[config.mk]
export PLATFORM = sky130hd
export DESIGN_NAME = nvcmd_detector
export DESIGN_NICKNAME = d
export VERILOG_FILES = /design/src/rtl/nvcmd_pkg.sv /design/src/rtl/nvcmd_access_decode.sv /design/src/rtl/nvcmd_seq_matcher.sv /design/src/rtl/nvcmd_busy_timer.sv /design/src/rtl/nvcmd_detector.sv
export SDC_FILE = /design/constraint.sdc
export NUM_CORES = 1
export LEC_CHECK = 0
export ABC_CLOCK_PERIOD_IN_PS = 2710
export BUFFER_PORTS_ARGS = -buffer_cell sky130_fd_sc_hd__clkbuf_2
export CELL_PAD_IN_SITES_DETAIL_PLACEMENT = 1
export CELL_PAD_IN_SITES_GLOBAL_PLACEMENT = 1
export CORE_ASPECT_RATIO = 1.4
export CORE_MARGIN = 8
export CORE_UTILIZATION = 43
export DETAILED_ROUTE_END_ITERATION = 7
export GPL_ROUTABILITY_DRIVEN = 0
export GPL_TIMING_DRIVEN = 0
export PLACE_DENSITY_LB_ADDON = 0.1
export SLEW_MARGIN = 40
export SYNTH_ARGS = -nofsm -noshare
export SYNTH_HDL_FRONTEND = slang
export SYNTH_SLANG_ARGS = --single-unit
[constraint.sdc]
create_clock -name clk -period 2.71 [get_ports clk]
set_clock_uncertainty 0.15 [all_clocks]
set_input_delay 0.542 -clock clk [delete_from_list [all_inputs] [get_ports clk]]
set_output_delay 0.542 -clock clk [all_outputs]
set_load 0.02 [all_outputs]
[src/rtl/nvcmd_pkg.sv]
package nvcmd_pkg;

  typedef enum logic [1:0] {
    MODE_DESEL = 2'b00,
    MODE_READ  = 2'b01,
    MODE_WRITE = 2'b10
  } acc_mode_e;

  localparam int KEY_W      = 14;
  localparam int PREFIX_LEN = 5;
  localparam int STEP_W     = $clog2(PREFIX_LEN + 1);

  localparam logic [KEY_W-1:0] KEY_STORE  = 14'h0FC0;
  localparam logic [KEY_W-1:0] KEY_RECALL = 14'h0C63;

  // Prefix keys, in the order they must be read
  function automatic logic [KEY_W-1:0] prefix_key(input logic [STEP_W-1:0] idx);
    case (idx)
      3'd0:    prefix_key = 14'h0E38;
      3'd1:    prefix_key = 14'h31C7;
      3'd2:    prefix_key = 14'h03E0;
      3'd3:    prefix_key = 14'h3C1F;
      3'd4:    prefix_key = 14'h303F;
      default: prefix_key = '0;
    endcase
  endfunction

  function automatic acc_mode_e decode_mode(input logic ce_n, input logic we_n);
    if (ce_n)      decode_mode = MODE_DESEL;
    else if (we_n) decode_mode = MODE_READ;
    else           decode_mode = MODE_WRITE;
  endfunction

  // Step taken after an access that breaks the chain
  function automatic logic [STEP_W-1:0] restart_step(input logic is_read,
                                                     input logic [KEY_W-1:0] key);
    restart_step = (is_read && key == prefix_key('0)) ? STEP_W'(1) : '0;
  endfunction

endpackage

[src/rtl/nvcmd_access_decode.sv]
module nvcmd_access_decode
  import nvcmd_pkg::*;
#(
  parameter int ADDR_W = 15
) (
  input  logic              acc_valid,
  input  logic              ce_n,
  input  logic              we_n,
  input  logic [ADDR_W-1:0] addr,
  output acc_mode_e         acc_mode,
  output logic              is_read,
  output logic              is_sel,
  output logic [KEY_W-1:0]  key
);
  always_comb begin
    acc_mode = acc_valid ? decode_mode(ce_n, we_n) : MODE_DESEL;
    is_read  = (acc_mode == MODE_READ);
    is_sel   = (acc_mode != MODE_DESEL);
    key      = addr[KEY_W-1:0];
  end
endmodule

[src/rtl/nvcmd_seq_matcher.sv]
module nvcmd_seq_matcher
  import nvcmd_pkg::*;
(
  input  logic             clk,
  input  logic             rst_n,
  input  logic             acc_valid,
  input  logic             is_read,
  input  logic [KEY_W-1:0] key,
  input  logic             busy,
  output logic             hit_store,
  output logic             hit_recall,
  output logic [STEP_W-1:0] step_o
);
  logic [STEP_W-1:0] step_q, step_d;
  logic              at_terminal;

  assign at_terminal = (step_q == STEP_W'(PREFIX_LEN));
  assign hit_store   = acc_valid && !busy && is_read && at_terminal && key == KEY_STORE;
  assign hit_recall  = acc_valid && !busy && is_read && at_terminal && key == KEY_RECALL;
  assign step_o      = step_q;

  always_comb begin
    step_d = step_q;
    if (busy) begin
      step_d = '0;
    end else if (acc_valid) begin
      if (!at_terminal && is_read && key == prefix_key(step_q))
        step_d = step_q + STEP_W'(1);
      else if (hit_store || hit_recall)
        step_d = '0;
      else
        step_d = restart_step(is_read, key);
    end
  end

  always_ff @(posedge clk or negedge rst_n) begin
    if (!rst_n) step_q <= '0;
    else        step_q <= step_d;
  end

  p_step_range_r6: assert property (@(posedge clk) disable iff (!rst_n)
    step_q <= STEP_W'(PREFIX_LEN));

  p_busy_blocks_r9: assert property (@(posedge clk) disable iff (!rst_n)
    busy |-> !(hit_store || hit_recall));

  p_busy_clears_r9: assert property (@(posedge clk) disable iff (!rst_n)
    busy |=> step_q == '0);
endmodule

[src/rtl/nvcmd_busy_timer.sv]
module nvcmd_busy_timer #(
  parameter int STORE_CYCLES  = 1250000,
  parameter int RECALL_CYCLES = 81250
) (
  input  logic clk,
  input  logic rst_n,
  input  logic load_store,
  input  logic load_recall,
  output logic busy
);
  localparam int MAX_CYC = (STORE_CYCLES > RECALL_CYCLES) ? STORE_CYCLES : RECALL_CYCLES;
  localparam int CNT_W   = $clog2(MAX_CYC + 1);

  logic [CNT_W-1:0] cnt_q;

  assign busy = (cnt_q != '0);

  always_ff @(posedge clk or negedge rst_n) begin
    if (!rst_n)           cnt_q <= '0;
    else if (load_store)  cnt_q <= CNT_W'(STORE_CYCLES);
    else if (load_recall) cnt_q <= CNT_W'(RECALL_CYCLES);
    else if (busy)        cnt_q <= cnt_q - CNT_W'(1);
  end

  p_count_down_r8: assert property (@(posedge clk) disable iff (!rst_n)
    (busy && !load_store && !load_recall) |=> cnt_q == $past(cnt_q) - CNT_W'(1));

  p_load_store_r8: assert property (@(posedge clk) disable iff (!rst_n)
    load_store |=> cnt_q == CNT_W'(STORE_CYCLES));

  p_load_recall_r8: assert property (@(posedge clk) disable iff (!rst_n)
    load_recall |=> cnt_q == CNT_W'(RECALL_CYCLES));
endmodule

[src/rtl/nvcmd_detector.sv]
module nvcmd_detector
  import nvcmd_pkg::*;
#(
  parameter int ADDR_W        = 15,
  parameter int STORE_CYCLES  = 1250000,
  parameter int RECALL_CYCLES = 81250
) (
  input  logic              clk,
  input  logic              rst_n,
  input  logic              acc_valid,
  input  logic              ce_n,
  input  logic              we_n,
  input  logic              oe_n,
  input  logic [ADDR_W-1:0] addr,
  output logic [1:0]        mode,
  output logic              dq_drive,
  output logic              store_start,
  output logic              recall_start,
  output logic              busy,
  output logic              not_serviced
);
  acc_mode_e         acc_mode;
  logic              is_read, is_sel;
  logic [KEY_W-1:0]  key;
  logic              hit_store, hit_recall;
  logic [STEP_W-1:0] step;

  nvcmd_access_decode #(.ADDR_W(ADDR_W)) u_dec (
    .acc_valid (acc_valid),
    .ce_n      (ce_n),
    .we_n      (we_n),
    .addr      (addr),
    .acc_mode  (acc_mode),
    .is_read   (is_read),
    .is_sel    (is_sel),
    .key       (key)
  );

  nvcmd_seq_matcher u_match (
    .clk        (clk),
    .rst_n      (rst_n),
    .acc_valid  (acc_valid),
    .is_read    (is_read),
    .key        (key),
    .busy       (busy),
    .hit_store  (hit_store),
    .hit_recall (hit_recall),
    .step_o     (step)
  );

  nvcmd_busy_timer #(
    .STORE_CYCLES  (STORE_CYCLES),
    .RECALL_CYCLES (RECALL_CYCLES)
  ) u_timer (
    .clk         (clk),
    .rst_n       (rst_n),
    .load_store  (hit_store),
    .load_recall (hit_recall),
    .busy        (busy)
  );

  always_ff @(posedge clk or negedge rst_n) begin
    if (!rst_n) begin
      mode         <= MODE_DESEL;
      dq_drive     <= 1'b0;
      store_start  <= 1'b0;
      recall_start <= 1'b0;
      not_serviced <= 1'b0;
    end else begin
      mode         <= acc_mode;
      dq_drive     <= is_read && !oe_n && !hit_store && !hit_recall;
      store_start  <= hit_store;
      recall_start <= hit_recall;
      not_serviced <= is_sel && busy;
    end
  end

  p_excl_r11: assert property (@(posedge clk) disable iff (!rst_n)
    !(store_start && recall_start));

  p_one_clock_r2: assert property (@(posedge clk) disable iff (!rst_n)
    store_start |=> !store_start);

  p_one_clock_r3: assert property (@(posedge clk) disable iff (!rst_n)
    recall_start |=> !recall_start);

  p_busy_rise_r8: assert property (@(posedge clk) disable iff (!rst_n)
    (store_start || recall_start) |-> (busy && !$past(busy)));

  p_ns_only_busy_r9: assert property (@(posedge clk) disable iff (!rst_n)
    not_serviced |-> $past(busy));

  p_drive_read_r10: assert property (@(posedge clk) disable iff (!rst_n)
    dq_drive |-> mode == MODE_READ);
endmodule

# --- Yosys cells after proc, flatten, opt, wreduce, memory -nomap -nowiden ---
# Cells that the tools add are included.
classes:
  reduce_logical: 23
  muxes: 14
  n_eq_ne: 10
  add_sub_neg: 2
ops:
  columns: ["operator", "count"]
  rows:
  - ["$pmux 14 s5", 1]
  - ["$mux 21", 3]
  - ["$eq 14x12->1 const B", 3]
  - ["$mux 14", 2]
  - ["$reduce_bool 21->1", 1]
  - ["$sub 21x1->21 const B", 1]
  - ["$eq 14x14->1", 1]
  - ["$logic_and 1x1->1", 12]
  - ["$mux 3", 4]
  - ["$eq 3x2->1 const B", 2]
  - ["$eq 3x3->1 const B", 2]
  - ["$mux 2", 3]
  - ["$logic_not 1->1", 5]
  - ["$reduce_bool 2->1", 2]
  - ["$add 3x1->3 const B", 1]
  - ["$eq 3x1->1 const B", 1]
  - ["$logic_not 3->1", 1]
  - ["$reduce_bool 3->1", 1]
  - ["$eq 2x1->1 const B", 1]
  - ["$logic_or 1x1->1", 1]
  - ["$mux 1", 1]
totals:
  register_bits: 30
  output_inout_bits: 7
  input_bits: 21
  wordCells: 56

# --- Logic depth before layout (Yosys ltp) ---
# Gate-level depths: netlist (run 1).
logic_depth:
  word_depth: 12
  mapped_depth: 9
  depth_no_buf: 8

# --- Hierarchy ---
# From an unflattened synthesis (run 1), not the netlist that was laid out.
hier_totals:
  hier_cells: 225
  area_unflattened_um2: 2037.0
modules_own_cells:
  columns: ["mod", "cells_per_inst", "area_per_inst_um2", "n_inst", "seq_area_each_um2"]
  rows:
  - ["nvcmd_busy_timer", 133, 1249.9, 1, 525.5]
  - ["nvcmd_seq_matcher", 66, 474.2, 1, 75.1]
  - ["nvcmd_detector", 8, 171.4, 1, 150.1]
  - ["nvcmd_access_decode", 18, 141.4, 1, 0.0]

# --- Least setup slack after synthesis (run 1) ---
# Ideal clock, no wire load.
synth_timing:
  path_type: "reg2reg"
  from: "reg u_match.step_q[0], in the netlist u_match.step_o[0]"
  to: "reg u_match.step_q[0], in the netlist u_match.step_o[0]"
  path_slack_ps: 399
  t_required_ps: 2461
  arrival_time_ps: 2061
  setup_time_ps: 99
  path_stages_with_launch: 9
  synth_period_minus_slack_ps: 2311
  n_path_buf: 0
  cell_sequence: "dfrtp_1 > inv_1 > ha_1 > inv_1 > a21oi_1 > mux2_2 > nor4_1 > nand2_1 > a311oi_1"
synth_via:
  elab_chain_len: 9
  elab_cells_between_ends: 22
  cone_classes: "add/sub (1); eq/ne (6); mux (7); reduce/logical (8)"
synth_rtl:
  columns: ["element", "line", "rtl"]
  rows:
  - ["start, declared", "nvcmd_seq_matcher.sv:14", "logic [STEP_W-1:0] step_q, step_d;"]
  - ["start signal, assigned", "nvcmd_seq_matcher.sv:38", "else step_q <= step_d;"]
  - ["$eq 3x3->1, or another cell as far along", "nvcmd_pkg.sv:18", "case (idx)"]
  - ["$pmux 14 s5", "nvcmd_pkg.sv:18", null]
  - ["$mux 14", "nvcmd_seq_matcher.sv:26", "end else if (acc_valid) begin"]
  - ["$mux 14", "nvcmd_seq_matcher.sv:24", "if (busy) begin"]
  - ["$eq 14x14->1", "nvcmd_seq_matcher.sv:27", "if (!at_terminal && is_read && key == prefix_key(step_q))"]
  - ["$logic_and 1x1->1", "nvcmd_seq_matcher.sv:27", null]
  - ["$mux 3 *", "nvcmd_seq_matcher.sv:27", null]
  - ["$mux 3 *", "nvcmd_seq_matcher.sv:26", null]
  - ["$mux 3 *", "nvcmd_seq_matcher.sv:24", null]
# Mark *: on every way between the ends. The rest lies on a longest branch, timed or not. The select of a mux whose other input is x is not followed.
# A chain may end at the register's enable or synchronous reset.

# --- Final worst setup path (run 1) ---
layout_timing:
  from: "reg u_timer.cnt_q[17]"
  to: "out busy"
layout_via:
  elab_chain_len: 1
layout_rtl:
  columns: ["element", "line", "rtl"]
  rows:
  - ["start, declared", "nvcmd_busy_timer.sv:14", "logic [CNT_W-1:0] cnt_q;"]
  - ["start signal, assigned", "nvcmd_busy_timer.sv:20", "else if (load_store) cnt_q <= CNT_W'(STORE_CYCLES);"]
  - ["start signal, assigned", "nvcmd_busy_timer.sv:21", "else if (load_recall) cnt_q <= CNT_W'(RECALL_CYCLES);"]
  - ["start signal, assigned", "nvcmd_busy_timer.sv:22", "else if (busy) cnt_q <= cnt_q - CNT_W'(1);"]
  - ["$reduce_bool 21->1", "nvcmd_busy_timer.sv:16", "assign busy = (cnt_q != '0);"]
  - ["end, declared", "nvcmd_detector.sv:19", "output logic busy,"]
# No other way between the ends.

==> metrics.txt, run 1 <==
status=finished, final reports clean; R2R Path End=u_match.step_o[0]; ANT nets after route=0; Slew Viols, Final=0; area of the die=0.006448 mm²; compound-gate portion of the synthesized area=~10%; fmax=between 0.3 and 0.4 GHz; Vert. Die Dim=roughly 92 µm; number of flops mapped to enable cells by yosys=0; Remaining DRCs=0; I/O pins=28; synth unique cells=between 40 and 50; core area=0.003953 mm²; CTS tree=built; Mean Syn Cell Area=between 9 and 10 µm²; fin crit share=a little over nine tenths; Initial Utilization=between 40 and 50%; post-detail-place hpwl=~3700 µm; Slew @ Worst Pin=roughly 0.67 ns; post-synth net total=about 220; row cnt=27; synthesized instance count=~190; Die X=about 70 µm; Setup crit start kind=flop; root buffer cell=clkbuf_8; dominant synthesized flop cell=dfrtp_1; r2r worst-path depth=8; CTS max path bufs=2; Clock Latency Late Sink=0.27 ns; DRT Wirelength=4635 µm; RSZ-0062 raised after global routing=no; ys async rst share=100.0%; worst hold margin=between 0.1 and 0.15 ns; antenna violations before repair=0; fraction of layout cells with a size suffix above 1=approximately a quarter; Crit Path Category=reg -> out; maximum vdd drop=between 0.3 and 0.4 mV; CTS sink cnt=30; Post-Synth Adder-Cell Area=under 10%; Setup WS pre-CTS=-0.2634 ns; Pwr per Cell Area=around 400 mW/mm²; Syn. warnings=0; worst slew margin relative to its limit=a little under three fifths; Max FO, Critical Path=11; Area growth syn-to-layout=18.82%; post-synthesis cell area=0.001768 mm²; Post-Synth XOR/XNOR Area=9.413%; Ant. Diodes=0; Iter 0 DRT Violations=42; setup TNS=0 ns; worst reg2reg setup slack=0.13 ns; number of buffers added on ports=26; Power Total=~0.00086 W; Num CTS Buffers=5; largest family of logic cells by synthesized area=simple AND/OR/NAND/NOR gates; largest net degree at the start of global routing=31; overflow left after global routing=0; Hold Violations, Final=0; vias in the first global route=1,746; Via Count=~1,500; CP required=a little over 2 ns; post-synthesis simple-gate area fraction=between 20 and 30%; post-synthesis sequential area ratio=between 40% and 50%; MaxCap Viol Count=0; synthesized flop and latch total=30; reg2reg start=u_match.step_o[1]; GRT Total Usage=between 15 and 20%; Core Util, Final=between 50 and 60%; setup ws final=0.05492 ns; worst setup path startpoint=u_timer.cnt_q[17]; final net count=around 250; Setup Viol. Count Final=0; Arr. time, crit path=a little under 2 ns; DR WL/cell=about 17 µm; P_leak=about 0.90 nW; Setup crit end=busy; Vias/cell=~5.7; H-tree depth=2; CP endpoint kind=output pin; drt first pass iters=3; Worst-path clk slew=about 0.06 ns; worst min path class=in -> async; multiplexer share of the synthesized area=approximately 1.8%; post-route minimum period=2.655 ns; first-pass GRT wire length=7914 µm
## worst max-delay path, cell delays in order, from the launching register on
cell     delay (ns)
dfrtp_1        0.40
or4_4          0.58
nor4b_4        0.29
and2_4         0.21
inv_6          0.06
buf_6          0.13
## cell usage after synthesis, drive strengths merged, types with 2 or more instances
| library cell | instances | area share, % |
|---|---|---|
| dfrtp | 30 | 42 |
| nand2 | 22 | 4.7 |
| nor2 | 13 | 3.2 |
| nor3 | 11 | 3.1 |
| xnor2 | 11 | 5.4 |
| inv | 10 | 2.1 |
| a21oi | 8 | 2.3 |
| nand2b | 8 | 2.8 |
| xor2 | 8 | 4.0 |
| ha | 7 | 5.0 |
| nand3 | 7 | 2.0 |
| nand4b | 6 | 3.0 |
| o21ai | 6 | 1.9 |
| buf | 4 | 1.3 |
| nor4 | 4 | 1.4 |
| or3 | 4 | 1.4 |
| a211oi | 2 | 0.85 |
| mux2 | 2 | 1.3 |
| o21bai | 2 | 0.85 |
| or2 | 2 | 0.71 |
| or4 | 2 | 1.1 |
| or4b | 2 | 1.1 |
## report_power, final
group          switching (W)  total [W]  internal (W)
logic              0.0000311  0.0000504     0.0000193
clock network       0.000155   0.000359      0.000204
registers        0.000000595   0.000451      0.000450
## area by class of cell
type / count / area [µm²]
timing repair buffer: 29 / 158.9
buffer: 3 / 17.52
inverter: 10 / 42.54
sequential: 30 / 750.7
clock buffer: 7 / 86.33
clock inverter: 1 / 5.005
multi-input combinational: 144 / 985.9
fill: 470 / 1852
tap: 43 / 53.80
## metal layers
metal / global-route usage, % / share of wire, % / up-vias
li1: - / - / 730
met1: 14.04 / 37 / 744
met2: 29.64 / 57 / 28
met3: 1.834 / 1.3 / 13
met4: 9.580 / 4.4 / 0
met5: 0 / 0 / -
## state kept, by name, summed over array words and instances (netlist names)
signal and count:
dq_drive 1, mode 2, not_serviced 1, recall_start 1
store_start 1, u_match.step_o 3, u_timer.cnt_q 21
## worst min-delay path by stage
stage | from | endpoint | slack (ns) | depth (start not counted)
6_report | rst_n | u_timer.cnt_q[13] | 0.15 | 1
5_1_grt | rst_n | u_timer.cnt_q[13] | 0.20 | 1
4_1_cts | rst_n | recall_start | 0.19 | 1
2_1_floorplan | rst_n | dq_drive | 0.1 | 0
3_3_place_gp | u_timer.cnt_q[14] | u_timer.cnt_q[14] | 0.31 | 1
3_5_place_dp | u_timer.cnt_q[14] | u_timer.cnt_q[14] | 0.32 | 1
## stage by stage
stage                     instance area (µm²)  std cells
after floorplan                          1768        188
after global placement                   1952        257
after detailed placement                 1952        257
after CTS                                2081        266
after global routing                     2101        267
final                                    2101        267
## cell usage in the layout (no fill, tap or decap), types with 7 or more instances in the layout
cell,n
nand2b_1,8
clkbuf_2,24
xor2_1,8
nand3_1,7
nor2_1,12
xnor2_1,11
a21oi_1,8
inv_1,9
dfrtp_1,30
nor3_1,11
nand2_1,22
## what timing repair did
item,4_1_cts,5_1_grt
setup endpoints to repair,4,2
buffers inserted,2,1
pin swaps,1,3
gates resized for setup,5,6
hold buffers,0,0
## kinds of logic after synthesis
family                     Yosys count
AOI/OAI and AO/OA                   27
and+or+nand+nor                     88
adders and majority gates            7
xor gates and xnor gates            19
buffers and inverters               14
muxes                                3
DFF                                 30
Power figures use the tool's default switching activity.
==> run 2, diff against run 1 <==
--- a/config.mk
+++ b/config.mk
@@ -11,7 +11,7 @@
 export CELL_PAD_IN_SITES_GLOBAL_PLACEMENT = 1
 export CORE_ASPECT_RATIO = 1.4
 export CORE_MARGIN = 8
-export CORE_UTILIZATION = 43
+export CORE_UTILIZATION = 44
 export DETAILED_ROUTE_END_ITERATION = 7
 export GPL_ROUTABILITY_DRIVEN = 0
 export GPL_TIMING_DRIVEN = 0
@@ -19,4 +19,5 @@
 export SLEW_MARGIN = 40
 export SYNTH_ARGS = -nofsm -noshare
 export SYNTH_HDL_FRONTEND = slang
+export SYNTH_HIERARCHICAL = 1
 export SYNTH_SLANG_ARGS = --single-unit
==> run 2 against run 1 <==
Register-to-register slack worse by 0.69 ns. Critical path type is now reg -> reg. Non-clock buffer count up 33. Via count up 36%. The run now ends with negative setup slack left. Largest cell class unchanged.
==> metrics.txt, run 2 <==
CP required=2.73 ns; Sw Pwr=around 0.00020 W; DP Area=~0.0023 mm²; commonest non-fill, non-tap cell in the layout=buf_4; number of buffers added on ports=12; Area growth syn-to-layout=35.14%; drt first pass iters=4; vias in the first global route=2,181; Mean Syn Cell Area=9.053 µm²; Die X=approximately 74 µm; Iter 0 DRT Violations=slightly below 90; Placed Cells=between 200 and 300; CTS max path bufs=2; CTS tree=built; Syn. warnings=6; fin crit share=120.5%; dominant synthesized flop cell=dfrtp_1; Sw Share=23.36%; post-detail-place hpwl=approximately 4500 µm; Vert. Die Dim=about 97 µm; overflow left after global routing=0; Setup Viol. Count Final=24; Pwr per Cell Area=a little over 300 mW/mm²; Worst-path clk slew=roughly 0.060 ns; Setup WS pre-CTS=-1.240 ns; final net count=between 300 and 400; synthesized flop and latch total=30; Max FO, Critical Path=7; most frequent cells in the layout=buf_4 (39), dfrtp_1 (29), nand2_1 (16); failing checks=negative setup slack; top-area cell type share of the netlist area=a little under two fifths; antenna violations before repair=0; core area=roughly 0.0045 mm²; post-synth net total=253; worst slew margin relative to its limit=a little over half; Crit Path Category=reg -> reg; synth unique cells=49; combinational share of power=~7.0%; Num CTS Buffers=5; Slew Viols, Final=0; Clock Latency Late Sink=roughly 0.28 ns; Cell Count, Final, Fillers Out=about 340; CP endpoint kind=flop; RSZ-0062 raised after global routing=yes; Slew @ Worst Pin=slightly above 0.7 ns; Power Total=0.0008508 W; fmax=around 0.3 GHz; root buffer cell=clkbuf_8; Clk pwr share=between 30 and 40%; Synth top cells by count=dfrtp_1 (30), nand2_1 (18), buf_4 (14); post-synthesis cell area=between 0.002 and 0.0025 mm²; P_leak=~1.1 nW; Biggest register=u_timer/cnt_q; Ant. Diodes=0; setup ws final=-0.5555 ns; Remaining DRCs=0; largest net degree at the start of global routing=31; area of the die=between 0.007 and 0.008 mm²; ys async rst share=100.0%; cell area after layout=~0.0028 mm²; Via Count=2,060; dominant cell type by area after synthesis=dfrtp_1; maximum vdd drop=0.1761 mV; Setup crit start kind=flop; Core Util, Final=61.18%; sequential power share=between 50% and 60%; Initial Utilization=45.27%; Int Pwr=approximately 0.00065 W; synthesized instance count=approximately 230; Arr. time, crit path=between 3 and 4 ns; DRT Wirelength=roughly 6900 µm; fraction of layout cells with a size suffix above 1=36.23%; number of flops mapped to enable cells by yosys=0; GRT Total Usage=about 20%; Hold Violations, Final=0; H-tree depth=2; max reg flops=21; top-count cell post-synth=dfrtp_1; CTS sink cnt=30; I/O pins=28; Filler cells=about 530; Vias/cell=about 6; ANT nets after route=0; post-route minimum period=around 3.3 ns; status=finished, violations left; MaxCap Viol Count=0; CTS Hold Bufs=0; worst min path class=in -> async; post-synthesis sequential area ratio=36.86%; row cnt=29; DR WL/cell=20.54 µm; first-pass GRT wire length=10,850 µm; Synth area leaders=dfrtp_1 (37%), buf_4 (5.2%), ha_1 (4.3%), nand2_1 (3.3%), nor4_1 (3.1%)
## run 2: worst max-delay path: stages, from the launching register on
cell and delay, ns:
dfrtp_2 0.45, inv_1 0.11, ha_1 0.20, nor2b_2 0.18, nand4_1 0.21, nor2_4 0.21, inv_4 0.05, nand3b_1 0.16
or3_4 0.36, nor4_4 0.32, buf_6 0.17, buf_4 0.12, buf_12 0.10, nor2_4 0.06, o311a_1 0.12, a31o_1 0.18
## run 2: cells by family after synthesis
logic type	synth area share [%]
AOI/OAI and AO/OA	15.97
xor gates and xnor gates	2.580
adders and majority gates	4.300
buffers and inverters	8.845
DFF	36.86
muxes	2.949
and+or+nand+nor	28.50
## run 2: layer usage
layer	track usage, %	up-vias	routed length [µm]
met5	0	-	0
met4	8.361	0	173
met3	2.376	16	237
met2	39.66	67	4015
met1	19.78	1049	2517
li1	-	928	-
## run 2: area by class of cell
type | instances | area, µm² | area share [%]
multi-input cells | 163 | 1262 | 45.86
flip-flops and latches | 30 | 752.0 | 27.32
plain buffers | 21 | 182.7 | 6.636
well taps | 62 | 77.57 | 2.818
clock buffers | 7 | 76.32 | 2.773
inverters | 11 | 52.55 | 1.909
repair buffers | 44 | 349.1 | 12.68
## run 2: final timing paths
path,start,to,cells past startpoint,slack [ns]
max,u_timer/cnt_q[1],u_timer/cnt_q[14],15,-0.56
min,rst_n,u_timer/cnt_q[2],1,0.16
max reg2reg,u_timer/cnt_q[1],u_timer/cnt_q[14],15,-0.56
min reg2reg,u_match/step_o[1],u_match/step_o[1],2,0.41
max in group asynchronous,rst_n,u_timer/cnt_q[1],1,1.74
min in group clk,oe_n,dq_drive,2,0.28
## run 2: power by group through the flow
stage / logic [W] / clock network [W] / registers [W]
after floorplan: 0.0000332 / 0 / 0.000463
after global placement: 0.0000586 / 0 / 0.000459
after detailed placement: 0.0000600 / 0 / 0.000460
after CTS: 0.0000601 / 0.000348 / 0.000451
after global routing: 0.0000658 / 0.000376 / 0.000451
final: 0.0000597 / 0.000340 / 0.000451
## run 2: metrics by stage
step                      TNS (ns)  hold slack [ns]
after floorplan             -6.633          0.09641
after global placement      -24.40           0.3722
after detailed placement    -24.43           0.3733
after CTS                   -9.210           0.2151
after global routing        -12.81           0.2165
final                       -10.31           0.1611
## run 2: timing repair
| item | CTS | global route |
|---|---|---|
| gates cloned | 0 | 0 |
| setup buffers | 26 | 6 |
| pin swaps | 13 | 13 |
| endpoints found under the hold margin | 0 | 0 |
| setup endpoints to repair | 25 | 25 |
| resized for setup | 22 | 17 |
